[src/rtl/dac_cmd_pkg.sv]
package dac_cmd_pkg;
  localparam int CODE_W  = 10;
  localparam int CTRL_W  = 3;
  localparam int TAIL_W  = 3;
  localparam int FRAME_W = CTRL_W + CODE_W + TAIL_W;
  localparam int CNT_W   = $clog2(FRAME_W + 2);

  typedef enum logic [CTRL_W-1:0] {
    OP_EXT      = 3'b000,
    OP_STA_PUB  = 3'b001,
    OP_STA      = 3'b010,
    OP_ALL      = 3'b011,
    OP_PUB      = 3'b100,
    OP_STB      = 3'b101,
    OP_STB_PUB  = 3'b110,
    OP_SD_BOTH  = 3'b111
  } op_e;

  typedef enum logic [2:0] {
    XOP_WAKE_A = 3'b001,
    XOP_FULLPD = 3'b011,
    XOP_WAKE_B = 3'b101,
    XOP_SD_A   = 3'b110,
    XOP_SD_B   = 3'b111
  } xop_e;

  typedef struct packed {
    logic wr_a;
    logic wr_b;
    logic pub_a;
    logic pub_b;
    logic sd_a;
    logic sd_b;
    logic sel_a;
    logic sel_b;
    logic bias_off;
  } act_t;
endpackage

[src/rtl/dac_in_sync.sv]
module dac_in_sync #(
  parameter int N = 4,
  parameter logic [N-1:0] IDLE = '0
) (
  input  logic         clk,
  input  logic         rst_n,
  input  logic [N-1:0] async_in,
  output logic [N-1:0] sync_out
);
  for (genvar g = 0; g < N; g++) begin : g_bit
    logic [1:0] stg;
    always_ff @(posedge clk or negedge rst_n) begin
      if (!rst_n) stg <= {2{IDLE[g]}};
      else        stg <= {stg[0], async_in[g]};
    end
    assign sync_out[g] = stg[1];
  end
endmodule

[src/rtl/dac_frame_rx.sv]
module dac_frame_rx
  import dac_cmd_pkg::*;
(
  input  logic               clk,
  input  logic               rst_n,
  input  logic               cs_lvl,
  input  logic               sclk_lvl,
  input  logic               sdi_lvl,
  output logic               frame_v,
  output logic [FRAME_W-1:0] frame_word
);
  localparam logic [CNT_W-1:0] CNT_FULL = CNT_W'(FRAME_W);
  localparam logic [CNT_W-1:0] CNT_OVER = CNT_W'(FRAME_W + 1);

  logic cs_q, sclk_q;
  logic [FRAME_W-1:0] shreg;
  logic [CNT_W-1:0]   cnt;
  logic cs_rise, cs_fall, bit_take;

  assign cs_rise  = cs_lvl & ~cs_q;
  assign cs_fall  = ~cs_lvl & cs_q;
  assign bit_take = sclk_lvl & ~sclk_q & ~cs_lvl;

  always_ff @(posedge clk or negedge rst_n) begin
    if (!rst_n) begin
      cs_q   <= 1'b1;
      sclk_q <= 1'b0;
    end else begin
      cs_q   <= cs_lvl;
      sclk_q <= sclk_lvl;
    end
  end

  always_ff @(posedge clk or negedge rst_n) begin
    if (!rst_n) begin
      shreg <= '0;
      cnt   <= '0;
    end else if (cs_fall) begin
      cnt <= '0;
    end else if (bit_take) begin
      shreg <= {shreg[FRAME_W-2:0], sdi_lvl};
      if (cnt != CNT_OVER) cnt <= cnt + 1'b1;
    end
  end

  assign frame_v    = cs_rise && (cnt == CNT_FULL);
  assign frame_word = shreg;

  p_hold_word_r1: assert property (@(posedge clk) disable iff (!rst_n)
    !bit_take |=> $stable(shreg));
  p_cnt_bound_r1: assert property (@(posedge clk) disable iff (!rst_n)
    cnt <= CNT_OVER);
endmodule

[src/rtl/dac_cmd_decode.sv]
module dac_cmd_decode
  import dac_cmd_pkg::*;
(
  input  logic               frame_v,
  input  logic [FRAME_W-1:0] frame_word,
  output logic               cmd_v,
  output act_t               act,
  output logic [CODE_W-1:0]  code
);
  logic [CTRL_W-1:0] ctrl;
  logic [TAIL_W-1:0] tail;
  logic [2:0]        xop;
  logic              b6, b5, b9, b8;

  assign ctrl = frame_word[FRAME_W-1 -: CTRL_W];
  assign code = frame_word[TAIL_W +: CODE_W];
  assign tail = frame_word[TAIL_W-1:0];
  assign xop  = code[CODE_W-1 -: 3];
  assign b9   = code[CODE_W-1];
  assign b8   = code[CODE_W-2];
  assign b6   = code[CODE_W-4];
  assign b5   = code[CODE_W-5];

  assign cmd_v = frame_v && (tail == '0);

  always_comb begin
    act = '0;
    unique case (op_e'(ctrl))
      OP_STA_PUB: begin act.wr_a = 1'b1; act.pub_a = 1'b1; act.pub_b = 1'b1; end
      OP_STA:     act.wr_a = 1'b1;
      OP_ALL:     begin act.wr_a = 1'b1; act.wr_b = 1'b1;
                        act.pub_a = 1'b1; act.pub_b = 1'b1; end
      OP_PUB:     begin act.pub_a = 1'b1; act.pub_b = 1'b1; end
      OP_STB:     act.wr_b = 1'b1;
      OP_STB_PUB: begin act.wr_b = 1'b1; act.pub_a = 1'b1; act.pub_b = 1'b1; end
      OP_SD_BOTH: begin act.sd_a = 1'b1; act.sd_b = 1'b1;
                        act.sel_a = b9; act.sel_b = b8; end
      OP_EXT: begin
        case (xop)
          XOP_WAKE_A: act.pub_a = 1'b1;
          XOP_WAKE_B: act.pub_b = 1'b1;
          XOP_FULLPD: begin act.sd_a = 1'b1; act.sd_b = 1'b1; act.bias_off = 1'b1;
                            act.sel_a = b6; act.sel_b = b5; end
          XOP_SD_A:   begin act.sd_a = 1'b1; act.sel_a = b6; end
          XOP_SD_B:   begin act.sd_b = 1'b1; act.sel_b = b6; end
          default:    act = '0;
        endcase
      end
      default: act = '0;
    endcase
  end
endmodule

[src/rtl/dac_reg_bank.sv]
module dac_reg_bank
  import dac_cmd_pkg::*;
(
  input  logic              clk,
  input  logic              rst_n,
  input  logic              cmd_v,
  input  act_t              act,
  input  logic [CODE_W-1:0] code,
  input  logic              load_lvl,
  output logic [CODE_W-1:0] live_a,
  output logic [CODE_W-1:0] live_b,
  output logic              pwr_a,
  output logic              pwr_b,
  output logic              term_a,
  output logic              term_b,
  output logic              bias_on
);
  logic [CODE_W-1:0] stg_a, stg_b, nxt_a, nxt_b;
  logic strobe;

  assign strobe = ~load_lvl;
  assign nxt_a  = act.wr_a ? code : stg_a;
  assign nxt_b  = act.wr_b ? code : stg_b;

  always_ff @(posedge clk or negedge rst_n) begin
    if (!rst_n) begin
      stg_a  <= '0;
      stg_b  <= '0;
      live_a <= '0;
      live_b <= '0;
    end else if (cmd_v) begin
      stg_a <= nxt_a;
      stg_b <= nxt_b;
      if (act.pub_a) live_a <= nxt_a;
      if (act.pub_b) live_b <= nxt_b;
    end else if (strobe) begin
      live_a <= stg_a;
      live_b <= stg_b;
    end
  end

  always_ff @(posedge clk or negedge rst_n) begin
    if (!rst_n) begin
      pwr_a   <= 1'b1;
      pwr_b   <= 1'b1;
      term_a  <= 1'b0;
      term_b  <= 1'b0;
      bias_on <= 1'b1;
    end else if (cmd_v) begin
      if (act.pub_a) pwr_a <= 1'b1;
      else if (act.sd_a) begin pwr_a <= 1'b0; term_a <= act.sel_a; end
      if (act.pub_b) pwr_b <= 1'b1;
      else if (act.sd_b) begin pwr_b <= 1'b0; term_b <= act.sel_b; end
      if (act.pub_a || act.pub_b) bias_on <= 1'b1;
      else if (act.bias_off)      bias_on <= 1'b0;
    end
  end

  p_live_hold_r1: assert property (@(posedge clk) disable iff (!rst_n)
    (!cmd_v && !strobe) |=> ($stable(live_a) && $stable(live_b)));
  p_stage_hold_r3: assert property (@(posedge clk) disable iff (!rst_n)
    !cmd_v |=> ($stable(stg_a) && $stable(stg_b)));
  p_bias_dark_r10: assert property (@(posedge clk) disable iff (!rst_n)
    !bias_on |-> (!pwr_a && !pwr_b));
  p_wake_bias_r10: assert property (@(posedge clk) disable iff (!rst_n)
    ($rose(pwr_a) || $rose(pwr_b)) |-> bias_on);
  p_strobe_power_r11: assert property (@(posedge clk) disable iff (!rst_n)
    (strobe && !cmd_v) |=> ($stable(pwr_a) && $stable(pwr_b) && $stable(bias_on)
                            && $stable(term_a) && $stable(term_b)));
endmodule

[src/rtl/dac_cmd_core.sv]
module dac_cmd_core
  import dac_cmd_pkg::*;
(
  input  logic              clk,
  input  logic              rst_n,
  input  logic              cs_n,
  input  logic              sclk,
  input  logic              sdi,
  input  logic              load_n,
  output logic [CODE_W-1:0] code_a,
  output logic [CODE_W-1:0] code_b,
  output logic              pwr_a,
  output logic              pwr_b,
  output logic              term_a,
  output logic              term_b,
  output logic              bias_on
);
  localparam int NPIN = 4;
  localparam logic [NPIN-1:0] PIN_IDLE = 4'b1001;

  logic [NPIN-1:0]    pins_s;
  logic               frame_v, cmd_v;
  logic [FRAME_W-1:0] frame_word;
  logic [CODE_W-1:0]  code;
  act_t               act;

  dac_in_sync #(.N(NPIN), .IDLE(PIN_IDLE)) u_sync (
    .clk(clk), .rst_n(rst_n),
    .async_in({load_n, sdi, sclk, cs_n}),
    .sync_out(pins_s)
  );

  dac_frame_rx u_rx (
    .clk(clk), .rst_n(rst_n),
    .cs_lvl(pins_s[0]), .sclk_lvl(pins_s[1]), .sdi_lvl(pins_s[2]),
    .frame_v(frame_v), .frame_word(frame_word)
  );

  dac_cmd_decode u_dec (
    .frame_v(frame_v), .frame_word(frame_word),
    .cmd_v(cmd_v), .act(act), .code(code)
  );

  dac_reg_bank u_bank (
    .clk(clk), .rst_n(rst_n),
    .cmd_v(cmd_v), .act(act), .code(code), .load_lvl(pins_s[3]),
    .live_a(code_a), .live_b(code_b),
    .pwr_a(pwr_a), .pwr_b(pwr_b),
    .term_a(term_a), .term_b(term_b), .bias_on(bias_on)
  );
endmodule

[config.mk]
export PLATFORM = sky130hd
export DESIGN_NAME = dac_cmd_core
export DESIGN_NICKNAME = d
export VERILOG_FILES = /design/src/rtl/dac_cmd_pkg.sv /design/src/rtl/dac_in_sync.sv /design/src/rtl/dac_frame_rx.sv /design/src/rtl/dac_cmd_decode.sv /design/src/rtl/dac_reg_bank.sv /design/src/rtl/dac_cmd_core.sv
export SDC_FILE = /design/constraint.sdc
export NUM_CORES = 1
export LEC_CHECK = 0
export ABC_AREA = 1
export BUFFER_PORTS_ARGS = -buffer_cell sky130_fd_sc_hd__buf_2
export CAP_MARGIN = 20
export CELL_PAD_IN_SITES_DETAIL_PLACEMENT = 1
export CELL_PAD_IN_SITES_GLOBAL_PLACEMENT = 1
export CORE_ASPECT_RATIO = 2
export CORE_MARGIN = 5
export CORE_UTILIZATION = 35
export CTS_CLUSTER_SIZE = 16
export DETAILED_ROUTE_END_ITERATION = 7
export GPL_ROUTABILITY_DRIVEN = 0
export GPL_TIMING_DRIVEN = 0
export PLACE_DENSITY_LB_ADDON = 0.1
export SLEW_MARGIN = 20
export SYNTH_ARGS = -nofsm -noshare
export SYNTH_HDL_FRONTEND = slang
export SYNTH_SLANG_ARGS = --single-unit
[constraint.sdc]
create_clock -name clk -period 2.71 [get_ports clk]
set_input_delay 0.542 -clock clk [delete_from_list [all_inputs] [get_ports clk]]
set_output_delay 0.542 -clock clk [all_outputs]
set_load 0.01 [all_outputs]
==> metrics.md <==
| Metric | Value |
|---|---|
| Outcome | finished clean |
| Initial core utilization | 0.3594 |
| Wire per inst | 15.49 um |
| Mux contribution to synthesized area | 0 |
| CTS Hold Bufs | 0 |
| CP Launch Type | flip-flop |
| # port buffers | 30 |
| ANT nets after route | 0 |
| Yosys Warn Count | 0 |
| Largest net degree at the start of global routing | 42 |
| # diodes | 0 |
| Final-report hold violation count | 0 |
| Clk sinks | 76 |
| Syn_area_per_cell | 8.638 um2 |
| Worst hold margin | 0.1726 ns |
| Simple-gate share of the synthesized area | 0.2731 |
| Hold Path Class | in -> async |
| Vias per std cell | 4.945 |
| Crit. End Element | flip-flop |
| Root buffer cell | clkbuf_16 |
| Layout area overhead | 17.73% |
| Clk_skew | 0.004263 ns |
| Gr usage total | 0.1577 |
| Fin Setup TNS | 0 ns |
| Clk slew on worst S/H paths | 0.06 ns |
| Slowest cell on crit path | dfrtp_1 |
| Pleak | 0.001988 uW |
| Slew headroom | 0.6827 |
| Fmax | 531.6 MHz |
| Drc violations | 0 |
| Fill cells | 1096 |
| Arr. time, crit path | 2.10 ns |
| Syn Inst Count | 375 |
| WS Path Type | reg -> reg |
| Initial antenna violation count | 0 |
| Seq/Total Area, Yosys | 0.5902 |
| Io pins | 31 |
| Complex-gate fraction of the synthesized area | 0.06991 |
| WL final | 8115 um |
| Worst-path fanout max | 10 |
| Max cap viols | 0 |
| Vias in the first global route | 2797 |
| Die height | 146.1 um |
| Layout cells sized above 1 | 0.1682 |
| Worst slew pin tran | 0.4759 ns |
| Slowest stage delay, CP | 0.41 ns |
| P per Cell Area | 641.5 mW/mm2 |
| Fin crit period | 1.881 ns |
| Die area | 0.01140 mm2 |
| Area of the core | 0.009012 mm2 |
| Max VDD drop | 0.0004141 V |
| RSZ-0062 raised after global routing | no |
| Post-Synth XOR/XNOR Area | 0.002704 |
| Main combinational cell family by area after synthesis | simple AND/OR/NAND/NOR gates |
| Maximum clock path buffer count | 2 |
| Worst skew pair latency | 0.33 ns |
| CTS H-tree lvls | 3 |
| Syn nets | 384 |
| Iteration-0 DRC Markers | 68 |
| # nets final | 426 |
| Worst path cell trace | inv_1, ha_1, nand3_1, nor2_4, inv_2, nand2_4, nand2_1, nand2_1, nand2_1 |
| Via count | 2591 |
| Cts bufs inserted | 9 |
| Final Slew Violations | 0 |
| Endpoints failing setup | 0 |
| Post-CTS setup buffers | 0 |
| Post_cts resized | 0 |
| TritonRoute pass-1 iters | 4 |
| Dpl hpwl | 6205 um |
| Req. time, crit path | 2.93 ns |
| Fin crit share | 0.6942 |
| Overall die width | 78.03 um |
| Post-Synth Adder-Cell Area | 0.01159 |
| Row count | 49 |
| Cell variety after synth | 28 |
| Grt ovf | 0 |
| Critical Path Most Common Cell | nand2_1 |
| Mapped Area | 0.003239 mm2 |
| Synth Register Bits | 76 |
| Global-route wire length before repair | 14170 um |
| CTS tree | done |
## worst max-delay path: cells and delay by family, from the launching register on
| kind | cells | cell delay (ns) |
|---|---|---|
| simple gates | 6 | 0.95 |
| flops | 1 | 0.41 |
| buf+inv | 2 | 0.24 |
| fa+ha+maj | 1 | 0.16 |
## sequential cells by signal, indices dropped and copies added (netlist names)
signal            count
u_bank.live_a        10
u_rx.frame_word      16
u_bank.pwr_a          1
u_bank.live_b        10
u_bank.stg_b         10
u_bank.pwr_b          1
u_rx.sclk_q           1
u_bank.term_a         1
u_sync.g_bit.stg      8
u_bank.bias_on        1
u_bank.stg_a         10
u_rx.cs_q             1
u_rx.cnt              5
u_bank.term_b         1
## area by class of cell
type | count | area [um2] | area share
multi-input cells | 261 | 1157 | 0.3035
plain buffers | 14 | 80.08 | 0.02100
flip-flops and latches | 76 | 1912 | 0.5013
inverters | 24 | 90.09 | 0.02362
repair buffers | 31 | 172.7 | 0.04528
clock buffers | 14 | 264.0 | 0.06923
clock inverters | 2 | 10.01 | 0.002625
well taps | 102 | 127.6 | 0.03346
## final timing paths
kind / startpoint / endpoint / slack (ns) / cells after the start
setup / recovery: u_rx.cnt[0]$_DFFE_PN0P_ / u_bank.live_b[9]$_DFFE_PN0P_ / 0.83 / 9
hold / removal: rst_n / u_rx.frame_word[0]$_DFFE_PN0P_ / 0.17 / 1
min in group clk: load_n / u_sync.g_bit[3].stg[0]$_DFF_PN1_ / 0.31 / 1
max in group asynchronous: rst_n / u_bank.pwr_a$_DFFE_PN1P_ / 1.90 / 2
hold reg to reg: u_sync.g_bit[2].stg[0]$_DFF_PN0_ / u_sync.g_bit[2].stg[1]$_DFF_PN0_ / 0.35 / 0
setup reg to reg: u_rx.cnt[0]$_DFFE_PN0P_ / u_bank.live_b[9]$_DFFE_PN0P_ / 0.83 / 9
## synth_stat cells (all sizes together)
library cell	count	area share
ha	3	0.012
a211oi	1	0.0023
inv	23	0.027
nand2	155	0.18
a21oi	7	0.011
nor3b	1	0.0023
buf	10	0.020
dfrtp	68	0.53
o21ai	35	0.054
xor2	1	0.0027
nand3	40	0.063
clkbuf	4	0.0050
clkinv	1	0.0012
a31o	1	0.0027
dfstp	8	0.065
nor2	14	0.019
nand4	2	0.0039
nor3	1	0.0015
## metrics by stage
step / utilization / setup WS [ns] / instances / area, um2 / power [uW]
2_1_floorplan: - / 1.210 / 375 / 3239 / 1299
3_3_place_gp: 0.3903 / 0.5532 / 507 / 3517 / 1359
3_5_place_dp: 0.3928 / 0.7652 / 508 / 3540 / 1370
4_1_cts: 0.4232 / 0.7475 / 524 / 3814 / 2493
5_1_grt: 0.4232 / 0.5597 / 524 / 3814 / 2569
6_report: 0.4232 / 0.8288 / 524 / 3814 / 2446
## power by group
group | switching [uW] | internal (uW) | total, uW
Sequential | 38.7 | 1180 | 1220
Combinational | 86.9 | 36.9 | 124
Clock | 433 | 668 | 1100
## placed cells by master (no fill, tap or decap)
master and n:
nand2_1 153, dfrtp_1 68, nand3_1 39, buf_2 35, o21ai_0 25, inv_1 21
nor2_1 12, o21ai_1 10, clkbuf_16 9, dfstp_2 8, a21oi_1 7, clkbuf_1 6
buf_4 4, ha_1 3, inv_2 2, nand4_1 2, clkbuf_8 2, clkinv_2 2
clkinv_1 1, nor2_2 1, nand3_2 1, nor2_4 1, buf_6 1, clkbuf_2 1
nor3b_1 1, nand2_4 1, nand2_2 1, nor3_1 1, a31o_2 1, xor2_1 1
a211oi_1 1, buf_12 1
## per-layer routing
| metal | share of wire | wire length (um) | global-route usage |
|---|---|---|---|
| met1 | 0.38 | 3112 | 0.1751 |
| met2 | 0.58 | 4674 | 0.2869 |
| met3 | 0.022 | 181 | 0.02774 |
| met4 | 0.018 | 147 | 0.06768 |
| met5 | 0 | 0 | 0 |
## cells by family (layout without fill, tap and decap cells)
| logic type | count (synthesis) | in the layout |
|---|---|---|
| AND/OR/NAND/NOR | 213 | 213 |
| flip-flops | 76 | 76 |
| AO/OA/AOI/OAI | 44 | 44 |
| buffers and inverters | 38 | 85 |
| adder cells (fa/ha/maj) | 3 | 3 |
| XOR/XNOR | 1 | 1 |
(Power assumes the default switching activity.)
